--- src/rtl/coc_pkg.sv ---
// Package: shared label encoding for the access classifier.
// Assumes: the code order is visible at the ports and used by cnt_sel.
package coc_pkg;
    typedef enum logic [1:0] {
        CLS_TEMPORAL   = 2'd0,
        CLS_SPATIAL    = 2'd1,
        CLS_COMPULSORY = 2'd2,
        CLS_CONFLICT   = 2'd3
    } acc_class_e;

    localparam int NUM_CLASSES = 4;
endpackage

--- src/rtl/coc_word_history.sv ---
// Module: per-line, per-word touched bits.
// Does: reports whether the accessed word was touched during the current
// residency of its line; a fill resets the line to only the filling word,
// and a hit then marks its own word.
// Assumes: fill and hit addresses are word addresses; the fill update is
// applied first and the hit update after it.
module coc_word_history #(
    parameter int ADDR_W = 8,
    parameter int OFF_W  = 2,
    parameter int IDX_W  = 2
) (
    input  logic              clk,
    input  logic              rst_n,
    input  logic              fill_v,
    input  logic [ADDR_W-1:0] fill_a,
    input  logic              hit_v,
    input  logic [ADDR_W-1:0] acc_a,
    output logic              seen
);
    localparam int WORDS = 1 << OFF_W;
    localparam int LINES = 1 << IDX_W;

    logic [LINES-1:0][WORDS-1:0] touched;
    logic [IDX_W-1:0] f_idx, a_idx;
    logic [OFF_W-1:0] f_off, a_off;

    assign f_idx = fill_a[OFF_W+IDX_W-1:OFF_W];
    assign f_off = fill_a[OFF_W-1:0];
    assign a_idx = acc_a[OFF_W+IDX_W-1:OFF_W];
    assign a_off = acc_a[OFF_W-1:0];

    // Look up the touched bit of the accessed word (state before this edge).
    assign seen = touched[a_idx][a_off];

    // Update the touched bits: the fill first, the hit after it.
    always_ff @(posedge clk) begin
        if (!rst_n) begin
            touched <= '0;
        end else begin
            if (fill_v) begin
                touched[f_idx]        <= '0;
                touched[f_idx][f_off] <= 1'b1;
            end
            if (hit_v) begin
                touched[a_idx][a_off] <= 1'b1;
            end
        end
    end

    // a fill with no hit in the same cycle leaves exactly one touched bit in its line.
    a_r5_fill_single_word: assert property (@(posedge clk) disable iff (!rst_n)
        (fill_v && !hit_v) |=> ($countones(touched[$past(f_idx)]) == 1));

    // the word of a hit is marked touched on the next cycle.
    a_r5_hit_marks_word: assert property (@(posedge clk) disable iff (!rst_n)
        hit_v |=> touched[$past(a_idx)][$past(a_off)]);
endmodule

--- src/rtl/coc_block_history.sv ---
// Module: loaded-once bit for each memory block of the address space.
// Does: marks a block when it is filled; a clear forgets every block.
// Assumes: the clear takes priority over a fill in the same cycle.
module coc_block_history #(
    parameter int ADDR_W = 8,
    parameter int OFF_W  = 2
) (
    input  logic              clk,
    input  logic              rst_n,
    input  logic              clr,
    input  logic              fill_v,
    input  logic [ADDR_W-1:0] fill_a,
    input  logic [ADDR_W-1:0] acc_a,
    output logic              loaded
);
    localparam int BLK_W  = ADDR_W - OFF_W;
    localparam int BLOCKS = 1 << BLK_W;

    logic [BLOCKS-1:0] ever;
    logic [BLK_W-1:0]  f_blk, a_blk;

    assign f_blk  = fill_a[ADDR_W-1:OFF_W];
    assign a_blk  = acc_a[ADDR_W-1:OFF_W];

    // Look up the loaded-once bit of the accessed block.
    assign loaded = ever[a_blk];

    // Record fills, or forget all blocks on a clear.
    always_ff @(posedge clk) begin
        if (!rst_n || clr) begin
            ever <= '0;
        end else if (fill_v) begin
            ever[f_blk] <= 1'b1;
        end
    end

    // a block that is filled without a clear is marked loaded afterwards.
    a_r5_block_marked: assert property (@(posedge clk) disable iff (!rst_n)
        (fill_v && !clr) |=> ever[$past(f_blk)]);

    // a clear forgets every block.
    a_r9_clear_blocks: assert property (@(posedge clk) disable iff (!rst_n)
        clr |=> (ever == '0));
endmodule

--- src/rtl/coc_sat_counter.sv ---
// Module: saturating event counter with a synchronous clear.
// Does: counts increments, sticks at the all-ones value, and zeroes on a clear.
// Assumes: the clear wins over an increment in the same cycle.
module coc_sat_counter #(
    parameter int W = 32
) (
    input  logic         clk,
    input  logic         rst_n,
    input  logic         clr,
    input  logic         inc,
    output logic [W-1:0] cnt
);
    localparam logic [W-1:0] MAX = {W{1'b1}};

    // Count events without wrapping.
    always_ff @(posedge clk) begin
        if (!rst_n || clr) begin
            cnt <= '0;
        end else if (inc && cnt != MAX) begin
            cnt <= cnt + 1'b1;
        end
    end

    // a counter at its maximum stays there unless it is cleared.
    a_r8_no_wrap: assert property (@(posedge clk) disable iff (!rst_n)
        (cnt == MAX && !clr) |=> (cnt == MAX));

    // a clear gives zero on the next cycle.
    a_r9_clear_zero: assert property (@(posedge clk) disable iff (!rst_n)
        clr |=> (cnt == '0));
endmodule

--- src/rtl/cache_outcome_classifier.sv ---
// Module: top of the cache access outcome classifier.
// Does: labels each access as a temporal hit, spatial hit, compulsory miss
// or conflict miss from the word and block history; registers the label
// one cycle later and counts every label in a saturating counter.
// Assumes: acc_hit is the cache's own verdict; fills arrive as separate events.
module cache_outcome_classifier
    import coc_pkg::*;
#(
    parameter int ADDR_W = 8,
    parameter int OFF_W  = 2,
    parameter int IDX_W  = 2,
    parameter int CNT_W  = 32
) (
    input  logic              clk,
    input  logic              rst_n,
    input  logic              acc_valid,
    input  logic [ADDR_W-1:0] acc_addr,
    input  logic              acc_hit,
    input  logic              fill_valid,
    input  logic [ADDR_W-1:0] fill_addr,
    input  logic              clr,
    input  logic [1:0]        cnt_sel,
    output logic              lbl_valid,
    output logic [1:0]        lbl_code,
    output logic [CNT_W-1:0]  cnt_value
);
    logic        word_seen;
    logic        blk_loaded;
    acc_class_e  cls;
    logic [NUM_CLASSES-1:0] bump;
    logic [NUM_CLASSES-1:0][CNT_W-1:0] counts;

    coc_word_history #(.ADDR_W(ADDR_W), .OFF_W(OFF_W), .IDX_W(IDX_W)) u_words (
        .clk    (clk),
        .rst_n  (rst_n),
        .fill_v (fill_valid),
        .fill_a (fill_addr),
        .hit_v  (acc_valid && acc_hit),
        .acc_a  (acc_addr),
        .seen   (word_seen)
    );

    coc_block_history #(.ADDR_W(ADDR_W), .OFF_W(OFF_W)) u_blocks (
        .clk    (clk),
        .rst_n  (rst_n),
        .clr    (clr),
        .fill_v (fill_valid),
        .fill_a (fill_addr),
        .acc_a  (acc_addr),
        .loaded (blk_loaded)
    );

    // Choose the label of the current access from the history lookups.
    always_comb begin
        if (acc_hit) cls = word_seen  ? CLS_TEMPORAL : CLS_SPATIAL;
        else         cls = blk_loaded ? CLS_CONFLICT : CLS_COMPULSORY;
    end

    // Register the label and its strobe.
    always_ff @(posedge clk) begin
        if (!rst_n) begin
            lbl_valid <= 1'b0;
            lbl_code  <= 2'd0;
        end else begin
            lbl_valid <= acc_valid;
            if (acc_valid) lbl_code <= cls;
        end
    end

    // One saturating counter per label code.
    for (genvar k = 0; k < NUM_CLASSES; k++) begin : g_cnt
        assign bump[k] = acc_valid && (cls == acc_class_e'(k));
        coc_sat_counter #(.W(CNT_W)) u_cnt (
            .clk   (clk),
            .rst_n (rst_n),
            .clr   (clr),
            .inc   (bump[k]),
            .cnt   (counts[k])
        );
    end

    // Present the selected counter.
    assign cnt_value = counts[cnt_sel];

    // the strobe follows an access by exactly one cycle.
    a_r6_label_follows: assert property (@(posedge clk) disable iff (!rst_n)
        acc_valid |=> lbl_valid);
    a_r6_no_spurious_label: assert property (@(posedge clk) disable iff (!rst_n)
        !acc_valid |=> !lbl_valid);

    // a hit is labelled in the hit half of the code space.
    a_r1_hit_codes: assert property (@(posedge clk) disable iff (!rst_n)
        (acc_valid && acc_hit) |=> (lbl_code[1] == 1'b0));

    // a miss is labelled in the miss half of the code space.
    a_r3_miss_codes: assert property (@(posedge clk) disable iff (!rst_n)
        (acc_valid && !acc_hit) |=> (lbl_code[1] == 1'b1));

    // at most one counter is bumped per access.
    a_r7_single_bump: assert property (@(posedge clk) disable iff (!rst_n)
        $onehot0(bump));
endmodule

--- config.mk ---
export PLATFORM = sky130hd
export DESIGN_NAME = cache_outcome_classifier
export DESIGN_NICKNAME = d
export VERILOG_FILES = /design/src/rtl/coc_pkg.sv /design/src/rtl/coc_word_history.sv /design/src/rtl/coc_block_history.sv /design/src/rtl/coc_sat_counter.sv /design/src/rtl/cache_outcome_classifier.sv
export SDC_FILE = /design/constraint.sdc
export NUM_CORES = 1
export LEC_CHECK = 0
export ABC_AREA = 0
export BUFFER_PORTS_ARGS = -buffer_cell sky130_fd_sc_hd__clkbuf_2
export CAP_MARGIN = 10
export CORE_MARGIN = 4
export CORE_UTILIZATION = 55
export DETAILED_ROUTE_END_ITERATION = 8
export PLACE_DENSITY = 0.72
export SETUP_SLACK_MARGIN = 0.15
export SYNTH_ARGS = -nofsm -noshare
export SYNTH_HDL_FRONTEND = slang
export SYNTH_HIERARCHICAL = 1
export SYNTH_SLANG_ARGS = --single-unit
--- constraint.sdc ---
create_clock -name clk -period 4.3 [get_ports clk]
set_input_delay 0.215 -clock clk [delete_from_list [all_inputs] [get_ports clk]]
set_output_delay 0.215 -clock clk [all_outputs]
set_load 0.1 [all_outputs]
==> results of run 1 <==
-- cells by family (layout without fill, tap and decap cells) --
group | Yosys count | in the layout | share of synthesized area, %
mux | 78 | 78 | 13.2
simple gates | 511 | 511 | 25.7
xor+xnor | 48 | 48 | 3.75
compound gates | 271 | 271 | 14.7
buf+inv | 80 | 121 | 4.56
fa+ha+maj | 4 | 4 | 0.446
flops | 211 | 211 | 37.7
-- cells in the mapped netlist (5+ instances only) --
library cell and n:
dfxtp_1 211, nor2_1 147, a21oi_1 134, nand2_1 85, xnor2_1 44, mux4_2 40
or4_1 40, nand3_1 38, o31ai_1 36, nand4_1 32, or3_1 28, mux2i_1 26
clkbuf_1 25, and4_1 24, o21ai_0 22, nor4_1 17, a21boi_0 16, o211ai_1 16
and3_1 15, buf_6 15, nand2b_1 15, a211oi_1 13, a31oi_1 12, buf_2 12
inv_1 12, mux4_1 12, nor2b_1 11, nor3_1 8, and2_1 7, buf_1 6
nand3b_1 5, nor3b_1 5
-- registers in the layout, indices dropped and copies added (netlist names) --
register and cells:
g_cnt.u_cnt/cnt 128, lbl_valid 1, lbl_code 2, u_blocks/ever 64, u_words/touched 16
-- per-layer routing --
layer	GRT usage, %	vias to the layer above	part of all wire, %
li1	-	4609	-
met1	37.0	4638	46
met2	37.5	325	45
met3	3.95	46	6.8
met4	6.35	0	2.1
met5	0	-	0
-- worst max-delay path, delay by kind of cell --
family,cells,cell delay [ns]
buf+inv,3,1.02
simple gates,3,0.75
mux,3,0.92
compound gates,3,0.71
-- worst paths after layout --
path | end | cells past startpoint
worst max register to register | g_cnt[2].u_cnt/cnt[5] | 11
worst min register to register | u_blocks/ever[17] | 2
worst max-delay path | g_cnt[2].u_cnt/cnt[5] | 12
worst min-delay path | u_words/touched[3] | 3
-- layout make-up --
class	instances	area [µm²]
Clock inverter	9	126
Multi-Input combinational cell	912	6480
Inverter	12	45.0
Fill cell	1720	7540
Sequential cell	211	4220
Tap cell	265	332
Clock buffer	31	666
Timing Repair Buffer	69	373
-- where the power goes --
part | total, mW | switching (mW) | internal [mW]
clock network | 2.06 | 0.801 | 1.26
logic | 0.210 | 0.144 | 0.0658
registers | 1.97 | 0.00637 | 1.96
==> flow_summary_export.csv, run 1 <==
group,metric,value,unit
cts,clock_latency,0.51,ns
timing,min_period_over_period,74.3,%
route,dr.pass1.iters,5,
synthesis,ys_types,56,
cts,cts_max_level,1,
cts,clockBufferDepth,3,
synthesis,synth_area,11200,µm²
synthesis,synth_seq_area_share,37.7,%
synthesis,async_reset_ff_share,0,%
placement,dp_hpwl,20300,µm
cells_and_area,area_growth,9.21,%
timing,period_minus_slack,3.19,ns
synthesis,ys.flop_type,"dfxtp_1",
worst_setup_path,path_class,"input pin to flop",
timing,setup_violations,0,
cts,cts_made_buffers,23,
cts,root_buffer,"clkbuf_16",
hold_path,hp-class,"input pin to flop",
cts,postCtsSetupRepairBufs,0,
worst_setup_path,startpoint,"acc_addr[2]",
placement,portBuffers,58,
placement,placedCellCount,1468,
floorplan,core-area,19800,µm²
synthesis,synth-edff-count,0,
power_and_ir_drop,finalPower,4.24,mW
floorplan,initial_utilization,56.7,%
grt,antenna_found_initial,0,
floorplan,chipHeight,151,µm
grt,grt_pass1_vias,8595,
cells_and_area,diodes,0,
worst_setup_path,cp-start-kind,"input pin",
cts,numClockSinks,211,
synthesis,synth.area.top_cells,"dfxtp_1, mux4_2, a21oi_1, nor2_1, xnor2_1",
floorplan,die_w,151,µm
timing,finalWorstSetupSlack,1.11,ns
timing,finalSetupTns,0,ns
hold_path,min-delay-start,"acc_addr[1]",
route,drc,0,
synthesis,yosys.area.top_type,"dfxtp_1",
route,postRouteAntennaNets,0,
synthesis,syn_avg_cell_area,9.32,µm²
timing,grt_setup_unrepaired,"false",
cells_and_area,layout_common_cells,"dfxtp_1, nor2_1, a21oi_1, nand2_1, clkbuf_2",
floorplan,io_pins,59,
cells_and_area,drive_gt1_share,15.0,%
cells_and_area,final_common_cell,"dfxtp_1",
grt,grt.total_usage,24.7,%
worst_setup_path,path_cells,"clkbuf_2, mux4_1, mux2i_1, mux2i_1, a211oi_1, a21oi_1, nor3b_1, buf_4, o21ai_1, buf_4, or4_1, nand2_1",
cells_and_area,layout.cells.non_filler,1509,
floorplan,fp-row-count,51,
synthesis,syn-num-nets,1231,
route,avgViaCountPerCell,6.37,
grt,grt_overflow,0,
grt,grt_max_degree,65,
timing,hold_viol_final,0,
worst_setup_path,rrSetupSlack,1.20,ns
timing,tightest_slew,1.11,ns
cells_and_area,fin_nets,1257,
worst_setup_path,setup.worst_path.end_class,"flop",
worst_setup_path,rr_startpoint,"u_blocks/ever[29]",
placement,post_dp_cell_area,11400,µm²
route,routed_wl,28500,µm
timing,maxSlewViolCount,0,
route,vias,9618,
route,routedWlPerCell,18.9,µm
route,dr.first_iter.drc_count,910,
timing,fmax,313,MHz
grt,grt_pass1_wl,45500,µm
cts,cts_resized,0,
worst_setup_path,critPathRequiredTime,4.75,ns
worst_setup_path,critical_path_arrival,3.64,ns
timing,slew_headroom,25.6,%
cts,clk_pin_slew,0.06,ns
worst_setup_path,crit_path_max_fanout,23,
floorplan,die_area,22700,µm²
synthesis,ys_warn_count,6,
synthesis,synth.top_cell.area_share,37.7,%
cts,cts_hold_buf,0,
timing,skew,0.00983,ns
placement,routabilityCongestion,0.937,
placement,dp_worst_setup_slack,0.588,ns
cells_and_area,final_area,12200,µm²
power_and_ir_drop,power.density,346,nW/µm²
worst_setup_path,cpPeakStageDelay,0.64,ns
power_and_ir_drop,leakage,4.04,nW
timing,holdWs,0.0543,ns
power_and_ir_drop,worst_ir_drop_vdd,0.000329,V
flow_run,max_cap_violations,0,
cells_and_area,final_util,61.9,%
synthesis,synth-seq-cells,211,
synthesis,syn_inst,1203,
cts,cts_tree,"built",
worst_setup_path,cp_slowest_cell,"mux4_1",
status,status,"finished, final reports clean",
No activity file was read; power rests on OpenSTA's default activity.
==> run 2, diff against run 1 <==
--- a/config.mk
+++ b/config.mk
@@ -5,13 +5,13 @@
 export SDC_FILE = /design/constraint.sdc
 export NUM_CORES = 1
 export LEC_CHECK = 0
-export ABC_AREA = 0
+export ABC_AREA = 1
 export BUFFER_PORTS_ARGS = -buffer_cell sky130_fd_sc_hd__clkbuf_2
 export CAP_MARGIN = 10
 export CORE_MARGIN = 4
 export CORE_UTILIZATION = 55
 export DETAILED_ROUTE_END_ITERATION = 8
-export PLACE_DENSITY = 0.72
+export PLACE_DENSITY = 0.74
 export SETUP_SLACK_MARGIN = 0.15
 export SYNTH_ARGS = -nofsm -noshare
 export SYNTH_HDL_FRONTEND = slang
==> constraint.sdc (replaced) <==
create_clock -name clk -period 2.8 [get_ports clk]
set_input_delay 0.14 -clock clk [delete_from_list [all_inputs] [get_ports clk]]
set_output_delay 0.14 -clock clk [all_outputs]
set_load 0.1 [all_outputs]
==> flow_summary_export.csv, run 2 <==
group,metric,value,unit
hold_path,min_path_cells,4,
grt,grt_pass1_vias,13100,
timing,grt_setup_unrepaired,"false",
synthesis,syn-num-nets,2252,
synthesis,ys_types,33,
timing,maxSlewViolCount,0,
placement,portBuffers,58,
route,dr.pass1.iters,5,
synthesis,synth.area.top_cells,"dfxtp_1, nand2_1, nor2_1, inv_1, nand3_1",
cells_and_area,largest_reg_flops,128,
route,avgViaCountPerCell,5.57,
floorplan,io_pins,59,
timing,slew_headroom,36.1,%
cells_and_area,fin_nets,2287,
worst_setup_path,crit_path_max_fanout,9,
cells_and_area,final_common_cell,"nand2_1",
synthesis,yosys.cell_count.top_type,"nand2_1",
floorplan,fp-row-count,57,
flow_run,max_cap_violations,0,
timing,tightest_slew,0.951,ns
floorplan,die_area,27200,µm²
route,routed_wl,40400,µm
worst_setup_path,cpMostUsedCell,"nand2_1",
synthesis,ys_warn_count,6,
timing,hold_viol_final,0,
worst_setup_path,reg2reg_to,"g_cnt[2].u_cnt/cnt[25]",
cts,cts_made_buffers,26,
cts,clock_latency,0.53,ns
synthesis,synth.top_cell.area_share,31.2,%
worst_setup_path,path_class,"flop to flop",
grt,grt_max_degree,53,
synthesis,syn_avg_cell_area,6.09,µm²
cts,numClockSinks,211,
hold_path,hold_end,"u_words/touched[4]",
synthesis,synth-seq-cells,211,
cells_and_area,reg_top3,"g_cnt.u_cnt/cnt x128, u_blocks/ever x64, u_words/touched x16",
timing,min_period_over_period,86.8,%
cells_and_area,layout.cells.non_filler,2602,
worst_setup_path,setup.worst_path.end_class,"flop",
grt,grt_overflow,0,
floorplan,initial_utilization,55.8,%
grt,grt_pass1_wl,65700,µm
power_and_ir_drop,power.density,505,nW/µm²
cells_and_area,diodes,0,
timing,fmax,411,MHz
route,routedWlPerCell,15.5,µm
floorplan,die_w,165,µm
cells_and_area,regMostFlops,"g_cnt.u_cnt/cnt",
cells_and_area,multi_input_area,7780,µm²
cells_and_area,drive_gt1_share,11.5,%
synthesis,synth_area,13500,µm²
worst_setup_path,cpPeakStageDelay,0.32,ns
synthesis,yosys.area.top_type,"dfxtp_1",
cells_and_area,layout_common_cells,"nand2_1, nor2_1, inv_1, dfxtp_1, nand3_1",
cts,cts_max_level,1,
placement,routabilityCongestion,0.951,
worst_setup_path,cp_slowest_cell,"dfxtp_1",
power_and_ir_drop,leakage,5.84,nW
cts,root_buffer,"clkbuf_16",
worst_setup_path,r2r_cells,17,
status,status,"finished, final reports clean",
power_and_ir_drop,worst_ir_drop_vdd,0.000520,V
synthesis,async_reset_ff_share,0,%
route,drc,0,
timing,setup_violations,0,
synthesis,ys.flop_type,"dfxtp_1",
cts,cts_tree,"built",
placement,dp_hpwl,29600,µm
cts,clk_pin_slew,0.06,ns
worst_setup_path,rr_startpoint,"u_blocks/ever[26]",
grt,antenna_found_initial,0,
synthesis,syn_inst,2224,
cells_and_area,fillCellCount,2343,
worst_setup_path,cp-start-kind,"flop",
grt,grt.total_usage,29.5,%
cts,clockBufferDepth,3,
hold_path,min-delay-start,"acc_addr[0]",
floorplan,chipHeight,165,µm
synthesis,synth_seq_area_share,31.2,%
worst_setup_path,critPathBufInv,2,
worst_setup_path,critPathRequiredTime,3.26,ns
cells_and_area,area.sequential,4220,µm²
route,vias,14500,
timing,period_minus_slack,2.43,ns
worst_setup_path,critical_path_arrival,2.89,ns
placement,placedCellCount,2554,
route,dr.first_iter.drc_count,1254,
timing,finalSetupTns,0,ns
worst_setup_path,path_cells,"nand2_1, nand3_1, nand3_1, nand2_1, nand2_1, nand3_1, nand3_1, nand2_1, nor3_4, inv_2, nor2_1, nand2_1, nor2_2, nand3_1, nand2_1, inv_1, nor2_1",
cells_and_area,area_growth,10.2,%
worst_setup_path,rrSetupSlack,0.37,ns
floorplan,core-area,24200,µm²
synthesis,synth-edff-count,0,
route,postRouteAntennaNets,0,
synthesis,synth.top_cells.by_count,"nand2_1, nor2_1, inv_1",
worst_setup_path,crit_family,"simple AND/OR/NAND/NOR gates",
timing,skew,0.0168,ns
hold_path,hp-class,"input pin to flop",
==> run 2: cell types whose count changed in the layout (fill, tap and decap cells not counted), sizes merged, moves of 26 or more <==
cell   before  now
mux2i      26    0
and4       32    0
o31ai      36    0
o21ai      26   61
nand2      85  656
nor3        8   40
a21oi     134  178
inv        12  269
or3        28    0
mux4       52    0
xnor2      44    0
or4        44    0
nor2      147  406
nand3      38  197
==> run 2: what timing repair did <==
action / CTS / global route
resized for setup: 0 / 1
endpoints found under the setup margin: 0 / 7
hold endpoints to repair: 2 / 0
hold buffers: 1 / 0
buffers inserted: 0 / 0
==> run 2: worst max path at each step <==
stage                                  from                endpoint  slack (ns)  cells past startpoint
after floorplan                 acc_addr[3]  g_cnt[2].u_cnt/cnt[27]        0.57                     21
after global placement          acc_addr[2]  g_cnt[2].u_cnt/cnt[27]        0.22                     21
after detailed placement        acc_addr[2]  g_cnt[2].u_cnt/cnt[21]        0.13                     19
after CTS                 u_blocks/ever[26]  g_cnt[2].u_cnt/cnt[25]        0.35                     17
after global routing      u_blocks/ever[22]  g_cnt[2].u_cnt/cnt[27]        0.18                     18
final                     u_blocks/ever[26]  g_cnt[2].u_cnt/cnt[25]        0.37                     17
==> run 2: routing by layer <==
metal,track usage (%),share of wire [%]
met1,39.7,44
met2,48.5,45
met3,3.89,7.4
met4,10.4,3.2
met5,0,0
==> run 2: cell families after synthesis <==
family / synth area share (%)
AND/OR/NAND/NOR: 45.1
AO/OA/AOI/OAI: 11.6
buffers and inverters: 11.5
adder cells (fa/ha/maj): 0.370
flip-flops: 31.2
XOR/XNOR: 0.259
==> run 2: per-stage QoR <==
| stage | util, % | setup WS [ns] | power, mW | instance area [µm²] | hold slack [ns] |
|---|---|---|---|---|---|
| 2_1_floorplan | - | 0.568 | 3.69 | 13500 | 0.233 |
| 3_3_place_gp | 57.6 | 0.219 | 3.87 | 14000 | 0.431 |
| 3_5_place_dp | 57.6 | 0.129 | 3.88 | 14000 | 0.435 |
| 4_1_cts | 61.5 | 0.346 | 7.59 | 14900 | 0.00874 |
| 5_1_grt | 61.5 | 0.175 | 7.80 | 14900 | 0.0592 |
| 6_report | 61.5 | 0.369 | 7.54 | 14900 | 0.0230 |
==> run 2: worst min-delay path: stages <==
cell and delay (ns):
clkbuf_2 0.14, nor3_2 0.05, o21ai_1 0.12, inv_1 0.04
==> run 2: report_power, final <==
group	internal (mW)	switching (mW)
logic	0.163	0.641
registers	3.02	0.00829
clock network	2.39	1.33
==> run 2: layout make-up <==
cell class	count	share of cell area, %
inverters	269	6.77
flip-flops and latches	211	28.3
well taps	324	2.72
multi-input cells	1664	52.2
clock inverters	11	1.39
repair buffers	87	3.69
clock buffers	36	4.96
